**src/rtl/opnd_pkg.sv**
```systemverilog
package opnd_pkg;
  typedef enum logic [1:0] {
    SK_LSL = 2'd0,
    SK_LSR = 2'd1,
    SK_ASR = 2'd2,
    SK_ROR = 2'd3
  } shift_kind_e;
endpackage

```
**src/rtl/opnd_imm_rot.sv**
```systemverilog
module opnd_imm_rot #(
  parameter int DW    = 32,
  parameter int IMM_W = 8,
  parameter int ROT_W = 4
) (
  input  logic [IMM_W-1:0] imm,
  input  logic [ROT_W-1:0] rot,
  input  logic             carry_in,
  output logic [DW-1:0]    res,
  output logic             c_out
);
  localparam int SH_W = $clog2(DW);

  logic [DW-1:0]   ext;
  logic [2*DW-1:0] dbl;
  logic [SH_W-1:0] amt;

  assign ext   = {{(DW-IMM_W){1'b0}}, imm};
  assign amt   = SH_W'({rot, 1'b0});
  assign dbl   = {ext, ext} >> amt;
  assign res   = dbl[DW-1:0];
  assign c_out = (rot == '0) ? carry_in : dbl[DW-1];
endmodule

```
**src/rtl/opnd_reg_shift.sv**
```systemverilog
module opnd_reg_shift
  import opnd_pkg::*;
#(
  parameter int DW   = 32,
  parameter int AW   = 8
) (
  input  logic [DW-1:0]         rm,
  input  logic [AW-1:0]         rs_amt,
  input  logic [$clog2(DW)-1:0] imm_amt,
  input  logic [2:0]            code,
  input  logic                  carry_in,
  output logic [DW-1:0]         res,
  output logic                  c_out
);
  localparam int SH_W = $clog2(DW);
  localparam logic [AW-1:0] FULL = AW'(DW);

  shift_kind_e kind;
  logic        by_reg;
  logic        rrx;
  logic [AW-1:0] amt;
  logic [AW-1:0] sat;

  logic [2*DW:0]      lwide;
  logic [DW:0]        rwide;
  logic signed [DW:0] awide;
  logic [2*DW-1:0]    owide;

  assign kind   = shift_kind_e'(code[2:1]);
  assign by_reg = code[0];

  // Map the constant-amount zero encodings onto amounts the core understands.
  always_comb begin
    rrx = 1'b0;
    amt = by_reg ? rs_amt : AW'(imm_amt);
    if (!by_reg && imm_amt == '0) begin
      case (kind)
        SK_LSL:  amt = '0;
        SK_LSR,
        SK_ASR:  amt = FULL;
        default: rrx = 1'b1;
      endcase
    end
  end

  assign sat   = (amt >= FULL) ? FULL : amt;
  assign lwide = {{(DW+1){1'b0}}, rm} << sat;
  assign rwide = {rm, 1'b0} >> sat;
  assign awide = $signed({rm, 1'b0}) >>> sat;
  assign owide = {rm, rm} >> amt[SH_W-1:0];

  always_comb begin
    res   = rm;
    c_out = carry_in;
    if (rrx) begin
      res   = {carry_in, rm[DW-1:1]};
      c_out = rm[0];
    end else if (amt != '0) begin
      case (kind)
        SK_LSL: begin
          res   = (amt > FULL) ? '0 : lwide[DW-1:0];
          c_out = (amt > FULL) ? 1'b0 : lwide[DW];
        end
        SK_LSR: begin
          res   = (amt > FULL) ? '0 : rwide[DW:1];
          c_out = (amt > FULL) ? 1'b0 : rwide[0];
        end
        SK_ASR: begin
          res   = awide[DW:1];
          c_out = awide[0];
        end
        default: begin
          res   = owide[DW-1:0];
          c_out = owide[DW-1];
        end
      endcase
    end
  end
endmodule

```
**src/rtl/opnd_out_stage.sv**
```systemverilog
module opnd_out_stage #(
  parameter int DW      = 32,
  parameter bit REG_OUT = 1'b1
) (
  input  logic          clk,
  input  logic          rst_n,
  input  logic          in_valid,
  output logic          in_ready,
  input  logic [DW-1:0] in_op,
  input  logic          in_c,
  output logic          out_valid,
  input  logic          out_ready,
  output logic [DW-1:0] out_op,
  output logic          out_c
);
  generate
    if (REG_OUT) begin : g_reg
      logic          vld_q;
      logic [DW-1:0] op_q;
      logic          c_q;

      assign in_ready  = !vld_q || out_ready;
      assign out_valid = vld_q;
      assign out_op    = op_q;
      assign out_c     = c_q;

      always_ff @(posedge clk or negedge rst_n) begin
        if (!rst_n)        vld_q <= 1'b0;
        else if (in_ready) vld_q <= in_valid;
      end

      always_ff @(posedge clk) begin
        if (in_valid && in_ready) begin
          op_q <= in_op;
          c_q  <= in_c;
        end
      end


      hold_when_stalled_chk: assert property (@(posedge clk) disable iff (!rst_n)
        (out_valid && !out_ready) |=> (out_valid && $stable(out_op) && $stable(out_c)));
    end else begin : g_pass
      wire unused_clk = clk ^ rst_n;
      assign in_ready  = out_ready;
      assign out_valid = in_valid;
      assign out_op    = in_op;
      assign out_c     = in_c;
    end
  endgenerate
endmodule

```
**src/rtl/opnd_shifter.sv**
```systemverilog
module opnd_shifter
  import opnd_pkg::*;
#(
  parameter int DW      = 32,
  parameter int RS_W    = 8,
  parameter bit REG_OUT = 1'b1
) (
  input  logic            clk,
  input  logic            rst_n,
  input  logic            in_valid,
  output logic            in_ready,
  input  logic [DW-1:0]   in_instr,
  input  logic [DW-1:0]   in_rm,
  input  logic [RS_W-1:0] in_rs_lo,
  input  logic            in_carry,
  output logic            out_valid,
  input  logic            out_ready,
  output logic [DW-1:0]   out_operand,
  output logic            out_carry
);
  localparam int SH_W     = $clog2(DW);
  localparam int FORM_BIT = 25;
  localparam int IMM_W    = 8;
  localparam int ROT_W    = 4;
  localparam int AMT_LSB  = 7;

  logic          imm_form;
  logic [DW-1:0] imm_res, reg_res, op_comb;
  logic          imm_c, reg_c, c_comb;

  wire unused_instr = ^{in_instr[DW-1:FORM_BIT+1], in_instr[FORM_BIT-1:12]};

  assign imm_form = in_instr[FORM_BIT];

  opnd_imm_rot #(.DW(DW), .IMM_W(IMM_W), .ROT_W(ROT_W)) u_imm (
    .imm      (in_instr[IMM_W-1:0]),
    .rot      (in_instr[IMM_W+ROT_W-1:IMM_W]),
    .carry_in (in_carry),
    .res      (imm_res),
    .c_out    (imm_c)
  );

  opnd_reg_shift #(.DW(DW), .AW(RS_W)) u_reg (
    .rm       (in_rm),
    .rs_amt   (in_rs_lo),
    .imm_amt  (in_instr[AMT_LSB+SH_W-1:AMT_LSB]),
    .code     (in_instr[6:4]),
    .carry_in (in_carry),
    .res      (reg_res),
    .c_out    (reg_c)
  );

  assign op_comb = imm_form ? imm_res : reg_res;
  assign c_comb  = imm_form ? imm_c   : reg_c;

  opnd_out_stage #(.DW(DW), .REG_OUT(REG_OUT)) u_out (
    .clk       (clk),
    .rst_n     (rst_n),
    .in_valid  (in_valid),
    .in_ready  (in_ready),
    .in_op     (op_comb),
    .in_c      (c_comb),
    .out_valid (out_valid),
    .out_ready (out_ready),
    .out_op    (out_operand),
    .out_c     (out_carry)
  );


  imm_zero_rot_carry_chk: assert property (@(posedge clk) disable iff (!rst_n)
    (in_valid && imm_form && in_instr[11:8] == '0) |-> (c_comb == in_carry));


  reg_zero_amt_chk: assert property (@(posedge clk) disable iff (!rst_n)
    (in_valid && !imm_form && in_instr[4] && in_rs_lo == '0)
      |-> (op_comb == in_rm && c_comb == in_carry));


  logical_overshift_chk: assert property (@(posedge clk) disable iff (!rst_n)
    (in_valid && !imm_form && in_instr[4] && !in_instr[6] && in_rs_lo > RS_W'(DW))
      |-> (op_comb == '0 && !c_comb));


  asr_saturate_chk: assert property (@(posedge clk) disable iff (!rst_n)
    (in_valid && !imm_form && in_instr[6:4] == 3'b101 && in_rs_lo >= RS_W'(DW))
      |-> (op_comb == {DW{in_rm[DW-1]}} && c_comb == in_rm[DW-1]));


  reset_idle_chk: assert property (@(posedge clk)
    !rst_n |-> !out_valid);
endmodule

```
**config.mk**
```make
export PLATFORM = sky130hd
export DESIGN_NAME = opnd_shifter
export DESIGN_NICKNAME = d
export VERILOG_FILES = /design/src/rtl/opnd_pkg.sv /design/src/rtl/opnd_imm_rot.sv /design/src/rtl/opnd_reg_shift.sv /design/src/rtl/opnd_out_stage.sv /design/src/rtl/opnd_shifter.sv
export SDC_FILE = /design/constraint.sdc
export NUM_CORES = 1
export LEC_CHECK = 0
export BUFFER_PORTS_ARGS = -buffer_cell sky130_fd_sc_hd__buf_2
export CAP_MARGIN = 20
export CORE_MARGIN = 3
export CORE_UTILIZATION = 30
export DETAILED_ROUTE_END_ITERATION = 10
export HOLD_SLACK_MARGIN = 0.03
export PLACE_DENSITY = 0.46
export RECOVER_POWER = 25
export SYNTH_ARGS = -nofsm -noshare
export SYNTH_HDL_FRONTEND = slang
export SYNTH_SLANG_ARGS = --single-unit
```
**constraint.sdc**
```tcl
create_clock -name clk -period 2.11 [get_ports clk]
set_clock_uncertainty 0.1 [all_clocks]
set_input_delay 0.1055 -clock clk [delete_from_list [all_inputs] [get_ports clk]]
set_output_delay 0.1055 -clock clk [all_outputs]
set_load 0.005 [all_outputs]
```
== Word level (Yosys, flattened, before mapping) ==
Cells that the tools add are included.
Widths: inputs -> output; s select.

* Register bits after elaboration: 34
* Bits of input ports: 77

* Equal/unequal tests: 2
* Magnitude comparators: 2
* Reductions and logical operators: 11
* Shift operators: 5
* Multiplexer cells: 19

{| class="wikitable"
|+ Operators by type and width
! cell !! count
|-
| $mux 32 || 5
|-
| $pmux 32 s3 || 1
|-
| $shr 64x5->32 || 1
|-
| $shr 40x5->32 || 1
|-
| $shl 32x8->33 || 1
|-
| $shr 33x8->33 || 1
|-
| $sshr 33x8->33 || 1
|-
| $mux 8 || 3
|-
| $pmux 8 s2 || 1
|-
| $ge 8x6->1 const B || 1
|-
| $gt 8x6->1 const B || 1
|-
| $mux 1 || 8
|-
| $reduce_bool 8->1 || 1
|-
| $logic_not 5->1 || 1
|-
| $logic_not 4->1 || 1
|-
| $pmux 1 s3 || 1
|-
| $reduce_or 3->1 || 1
|-
| $eq 2x1->1 const B || 1
|-
| $eq 2x2->1 const B || 1
|-
| $logic_and 1x1->1 || 2
|-
| $logic_not 1->1 || 2
|-
| $logic_not 2->1 || 1
|-
| $reduce_or 2->1 || 1
|-
| $logic_or 1x1->1 || 1
|}

== Longest topological paths before layout ==
* Word-level depth: 12
* Gate-level depth with buffers: 14
* Mapped depth without buffers: 10

== Cells and area by module ==
From an unflattened synthesis, not the netlist that was laid out.

* Cells, all modules: 1372
* Area total of the unflattened synthesis: 10457.5 sq um

{| class="wikitable"
|+ Modules (own cells, without submodules)
! module !! cells an instance !! times used !! sequential area each (sq um) !! area each (sq um)
|-
| opnd_reg_shift || 1198 || 1 || 0.0 || 8171.6
|-
| opnd_out_stage || 37 || 1 || 1016.0 || 1044.8
|-
| opnd_imm_rot || 100 || 1 || 0.0 || 685.7
|-
| opnd_shifter || 37 || 1 || 0.0 || 555.5
|}

== Worst setup path before layout ==
Ideal clock, no wire load.

* Path kind: input-to-reg
* Start: input in_instr[5]
* End: register u_out.g_reg.c_q (netlist: u_out.out_c) (data pin)
* Cell stages on the path: 8
* Path slack: -0.803 ns
* Library setup time: 0.255 ns
* Arrival time: 2.558 ns
* Path through: ha_1 or4b_4 o211ai_4 mux4_1 a311o_1 nor3_1 o21ai_0 a31o_1

* Longest elaborated chain between the ends: 12
* Elaborated cells on any way between the ends: 25
* Classes of those cells: 2 x order compare; 2 x eq/ne; 5 x shift; 12 x mux; 4 x reduce/logical

{| class="wikitable"
|+ RTL lines
! what !! RTL line !! source
|-
| from (decl) || opnd_shifter.sv:12 || <nowiki>input logic [DW-1:0] in_instr,</nowiki>
|-
| $eq 2x1->1 or $eq 2x2->1 (tied branches) || opnd_reg_shift.sv:37, opnd_reg_shift.sv:59 ||
|-
| $reduce_or 2->1 || opnd_reg_shift.sv:37 || <nowiki>case (kind)</nowiki>
|-
| $pmux 8 s2 || opnd_reg_shift.sv:37 ||
|-
| $mux 8 || opnd_reg_shift.sv:36 || <nowiki>if (!by_reg && imm_amt == '0) begin</nowiki>
|-
| $ge 8x6->1 || opnd_reg_shift.sv:46 || <nowiki>assign sat = (amt >= FULL) ? FULL : amt;</nowiki>
|-
| $mux 8 || opnd_reg_shift.sv:46 ||
|-
| $shr 33x8->33 or $shl 32x8->33 (tied branches) || opnd_reg_shift.sv:48, opnd_reg_shift.sv:47 ||
|-
| $mux 1 (on tied branches) || opnd_reg_shift.sv:66, opnd_reg_shift.sv:62 ||
|-
| $pmux 1 s3 || opnd_reg_shift.sv:59 || <nowiki>case (kind)</nowiki>
|-
| $mux 1 || opnd_reg_shift.sv:58 || <nowiki>end else if (amt != '0) begin</nowiki>
|-
| $mux 1 || opnd_reg_shift.sv:55 || <nowiki>if (rrx) begin</nowiki>
|-
| $mux 1 * || opnd_shifter.sv:54 || <nowiki>assign c_comb = imm_form ? imm_c : reg_c;</nowiki>
|-
| net c_comb || opnd_shifter.sv:29 || <nowiki>logic imm_c, reg_c, c_comb;</nowiki>
|-
| to (signal assigned) || opnd_out_stage.sv:35 || <nowiki>c_q <= in_c;</nowiki>
|-
| to (decl) || opnd_out_stage.sv:20 || <nowiki>logic c_q;</nowiki>
|}

The timed path passes the listed nets; every way through them passes the cells marked *.
A chain may end at the register's enable or synchronous reset.

== Final worst setup path ==
* Start: input in_instr[5]
* End: register u_out.g_reg.op_q[23] (netlist: u_out.out_op[23]) (data pin)

* Longest elaborated chain between the ends: 12
* Elaborated cells on any way between the ends: 24
* Classes of those cells: 2 x order compare; 2 x eq/ne; 5 x shift; 11 x mux; 4 x reduce/logical

{| class="wikitable"
|+ RTL lines
! what !! RTL line !! source
|-
| $eq 2x1->1 or $eq 2x2->1 (tied branches) || opnd_reg_shift.sv:37, opnd_reg_shift.sv:59 ||
|-
| $reduce_or 2->1 || opnd_reg_shift.sv:37 ||
|-
| $pmux 8 s2 || opnd_reg_shift.sv:37 ||
|-
| $mux 8 || opnd_reg_shift.sv:36 ||
|-
| $ge 8x6->1 || opnd_reg_shift.sv:46 ||
|-
| $mux 8 || opnd_reg_shift.sv:46 ||
|-
| $shr 33x8->33 or $shl 32x8->33 (tied branches) || opnd_reg_shift.sv:48, opnd_reg_shift.sv:47 ||
|-
| $mux 32 (on tied branches) || opnd_reg_shift.sv:65, opnd_reg_shift.sv:61 ||
|-
| $pmux 32 s3 || opnd_reg_shift.sv:59 ||
|-
| $mux 32 || opnd_reg_shift.sv:58 ||
|-
| $mux 32 || opnd_reg_shift.sv:55 ||
|-
| $mux 32 * || opnd_shifter.sv:53 || <nowiki>assign op_comb = imm_form ? imm_res : reg_res;</nowiki>
|-
| net op_comb[23] || opnd_shifter.sv:28 || <nowiki>logic [DW-1:0] imm_res, reg_res, op_comb;</nowiki>
|-
| to (signal assigned) || opnd_out_stage.sv:34 || <nowiki>op_q <= in_op;</nowiki>
|-
| to (decl) || opnd_out_stage.sv:19 || <nowiki>logic [DW-1:0] op_q;</nowiki>
|}

Marks and branches as above.

==> impl_summary.md <==
Run status
The run finished, with violations left. The final reports fail on setup timing.

Global routing
The number of global-route vias before repair is 14100. The number of antenna violations at the first check in global routing is 0. For this run, the total global-route usage over all layers was measured as 0.410.

The first global-routing pass estimated 106000 um of wire. The maximum number of pins on one net before global-route repair is 34. The remaining global-route overflow is 0.

Timing
The setup-violating endpoint count in the final report is 33. The final hold violation count is 0. The relative max-transition margin is 0.455.

Subtracting the final worst setup slack from the clock period gives 3.13 ns. The sum of negative setup slack is -29.48 ns. The maximum clock frequency is 320 MHz. Setup repair after global routing could not meet its margin everywhere. The final-report max-slew violation count is 0. Across all hold checks on the routed design, the worst slack comes to 0.0246 ns. In the post-route analysis, the smallest setup slack over all paths is -1.02 ns. The final period utilization is 1.48. The slew at the pin with the worst max-slew slack is 0.815 ns.

Hold path
In this run the most critical hold path is launched from out_ready. The worst hold path belongs to the class in -> reg.

Clock tree
The H-tree generated during clock tree synthesis spans 2 levels. TritonCTS built the clock tree. The clock latency of the later-clocked register in the worst-skew pair is 0.29 ns.

The post-CTS clock slew at the launch and capture registers of the worst setup and hold paths is 0.05 ns. The total clock buffers created by CTS is 5. The clock tree root buffer cell is clkbuf_16. The TritonCTS sink count is 34. Counting along the longest clock path gives a buffer depth of 2.

Logic synthesis
Ranked by instance count, the synthesized netlist is headed by nand2_1 (143), mux2i_1 (142), nor2_1 (96), a21oi_1 (91), clkbuf_1 (79). The fraction of post-synthesis cell area in the top cell type by area is 0.142. The count of state elements after synthesis is 34.

The dominant cell by count in the synthesized netlist is nand2_1. For this run, the leading register cell type out of synthesis is edfxtp_1. In this run the mean area of a mapped cell was 7.80 um^2. The leading area contributor after synthesis is mux2i_1. The number of distinct library cells after synthesis is 93. Counting flops with a built-in enable in the synthesized netlist gives 33. During synthesis, Yosys emitted a total of 0 warnings.

The post-synth net total is 1368. Summing every instance area after synthesis gives 10000 um^2. For this run, the register share of the synthesized area comes to 0.101.

Counting flops with an async set or reset pin after synthesis yields a share of 0.0294. Yosys attributes the largest share of cell area to mux2i_1 (14%), mux4_2 (11%), edfxtp_1 (9.9%). The number of instances in the synthesized netlist is 1287.

Worst setup path
The kind of critical path is in -> reg. The largest fanout on the critical path is 4. The origin of the critical flop-to-flop path is u_out.out_valid.

The worst setup path is launched from a primary input. Walking the worst path, the cells encountered are buf_12 > inv_12 > ha_4 > or4b_4 > buf_6 > o211ai_4 > mux4_2 > mux2i_4 > buf_6 > o22ai_4 > a2111oi_4 > a31oi_1. Together, buffers and inverters on the worst path number 4.

The kind of cell adding the most delay to the critical path is multiplexers. The biggest cell delay along the critical path is 0.57 ns. The data arrival time of the critical path is 3.04 ns. The slowest cell on the critical path is mux4_2. The worst setup path is captured at a flip-flop. The most numerous cell type found on the critical path is buf_6. Data on the critical path is required at its endpoint by 2.03 ns. The critical path starts at in_instr[5].

Detailed routing
The number of search-and-repair iterations in the first detailed-routing pass is 8. The met3 routed wirelength is 7820 um. Dividing the detail-routed wire length by the instance count gives 32.8 um. The routed length on met1 is 31400 um.

The number of remaining DRC errors is 0. The count of nets left with antenna violations once routing finished came out at 0. The highest metal layer carrying signal wires in the routed design is met4.

In the detailed route, the total length drawn on met2 is 32000 um. The count of routing violations after the opening detailed-route iteration is 1944. The routed layout has 14900 vias.

The routed design has 75900 um of wire. Dividing the detail-routed via count by the number of cells gives 6.44.

Floorplan
The floorplan has 66 rows. After floorplanning, the core was sized to cover 32800 um^2. The effective utilization at floorplan is 0.306. The number of top-level pins is 112. The die covers 35700 um^2.

The horizontal extent of the die is 189 um. The chip height is 189 um.

Power and ir drop
The worst ir drop on vdd is 0.000307 V. Of the total power, registers draw 0.107. Dividing total power by cell area gives a power density of 449 nW/um^2. The share of total power dissipated in combinational logic is 0.768. The internal power of the cells is 4200 uW. Of the total power, the share spent switching nets is 0.463. In this run the power spent charging and discharging nets is 3620 uW. In this run the static leakage power is 0.00729 uW. The share of total power dissipated in the clock network is 0.124.

Cells and area
The number of standard cells in the final layout excluding fillers is 2313. In the final design database the tool counted 1951 nets. The synthesis-to-layout area growth is 73.7%. The count of antenna diodes in the layout is 0. Measured on the finished design, the core utilization comes to 0.532.

The share of cells above drive strength 1 is 0.563.

Place
The final weighted congestion in routability-driven placement is 1.05. The number of port buffers is 92. Summed over all nets, the half-perimeter wirelength after detailed placement is 61700 um. Once placement completed, the tool counted placed cells totaling 2245. OpenSTA, run right after detailed placement, puts the worst setup slack at -1.58 ns.

Flow run
The total of max-cap violations is 0.
## logic make-up after synthesis
kind of cell               synth area share
AOI/OAI and AO/OA                     0.361
DFF                                   0.101
adders and majority gates           0.00499
buffers and inverters                0.0883
muxes                                 0.283
and+or+nand+nor                       0.162
## worst reg2reg max path, delay by kind of cell (launching register included)
| kind | cells | cell delay, ns |
|---|---|---|
| buffers and inverters | 1 | 0.38 |
| DFF | 1 | 0.38 |
| and+or+nand+nor | 2 | 0.25 |
## metal layers
metal	vias to the layer above	GRT usage
met1	7393	0.563
met2	1003	0.613
met5	-	0
li1	6265	-
met4	0	0.194
met3	225	0.0867
## final cells by class
type                       count  area, um^2
clock buffer                   5         125
clock inverter                 3        68.8
fill                        3206       15400
inverter                      17        81.3
multi-input combinational   1074        9660
sequential                    34        1020
tap                          442         553
timing repair buffer         738        5920
## registers in the layout, indices dropped and copies added (netlist names)
name and flops:
u_out.out_c 1, u_out.out_op 32, u_out.out_valid 1
## metrics by stage
step | cell area (um^2) | power (uW)
finish | 17400 | 7830
global route | 17400 | 8030
CTS | 16500 | 7250
detailed placement | 15100 | 5810
global placement | 15100 | 5830
floorplan | 10200 | 3090
## power groups by stage
| stage | Clock (uW) | Combinational (uW) | Sequential [uW] |
|---|---|---|---|
| 6_report | 974 | 6010 | 841 |
| 5_1_grt | 1010 | 6180 | 843 |
| 4_1_cts | 976 | 5430 | 841 |
| 3_5_place_dp | 0 | 4960 | 855 |
| 3_3_place_gp | 0 | 4970 | 856 |
| 2_1_floorplan | 0 | 2230 | 856 |
## final timing paths
path                       depth (start not counted)  slack, ns          endpoint
max                                               12      -1.02  u_out.out_op[23]
min                                                3       0.02   u_out.out_valid
max reg2reg                                        3       0.64   u_out.out_op[9]
min reg2reg                                        2       0.45   u_out.out_valid
max in group asynchronous                          3       1.24   u_out.out_valid
min in group asynchronous                          3       0.56   u_out.out_valid
## cells in the final DEF, fill, tap and decap left out, drive strengths merged, types with 5 or more instances in the layout
cell type  synthesis  routed
o22ai             22      22
nand2            143     143
o21ai             86      86
a21oi             91      91
a2111oi            9       9
a31o               7       7
a22o               6       6
nor3              29      29
a31oi             28      28
o221ai            10      10
mux2              17      17
nor4               6       6
a211o              9       9
o31ai             13      13
nand2b             6       6
edfxtp            33      33
a32oi              6       6
mux2i            143     143
a211oi            47      47
o31a               5       5
and3               8       8
and2              13      13
nand3             26      26
a311oi             8       8
inv               17      17
or3                6       6
o311ai             6       6
mux4              53      53
nor2              96      96
a22oi             14      14
clkbuf            80      15
a2bb2oi            5       5
a221oi            26      26
a21o               7       7
o21a              10      10
buf               82     725
o2111ai           13      13
o211ai            35      35
## timing repair
action | 4_1_cts | 5_1_grt
endpoints found under the hold margin | 2 | 0
gates resized for setup | 187 | 158
hold buffers | 3 | 0
buffers inserted | 31 | 36
endpoints found under the setup margin | 33 | 33
pin swaps | 58 | 61
cloned | 2 | 3
Power figures use the tool's default switching activity.
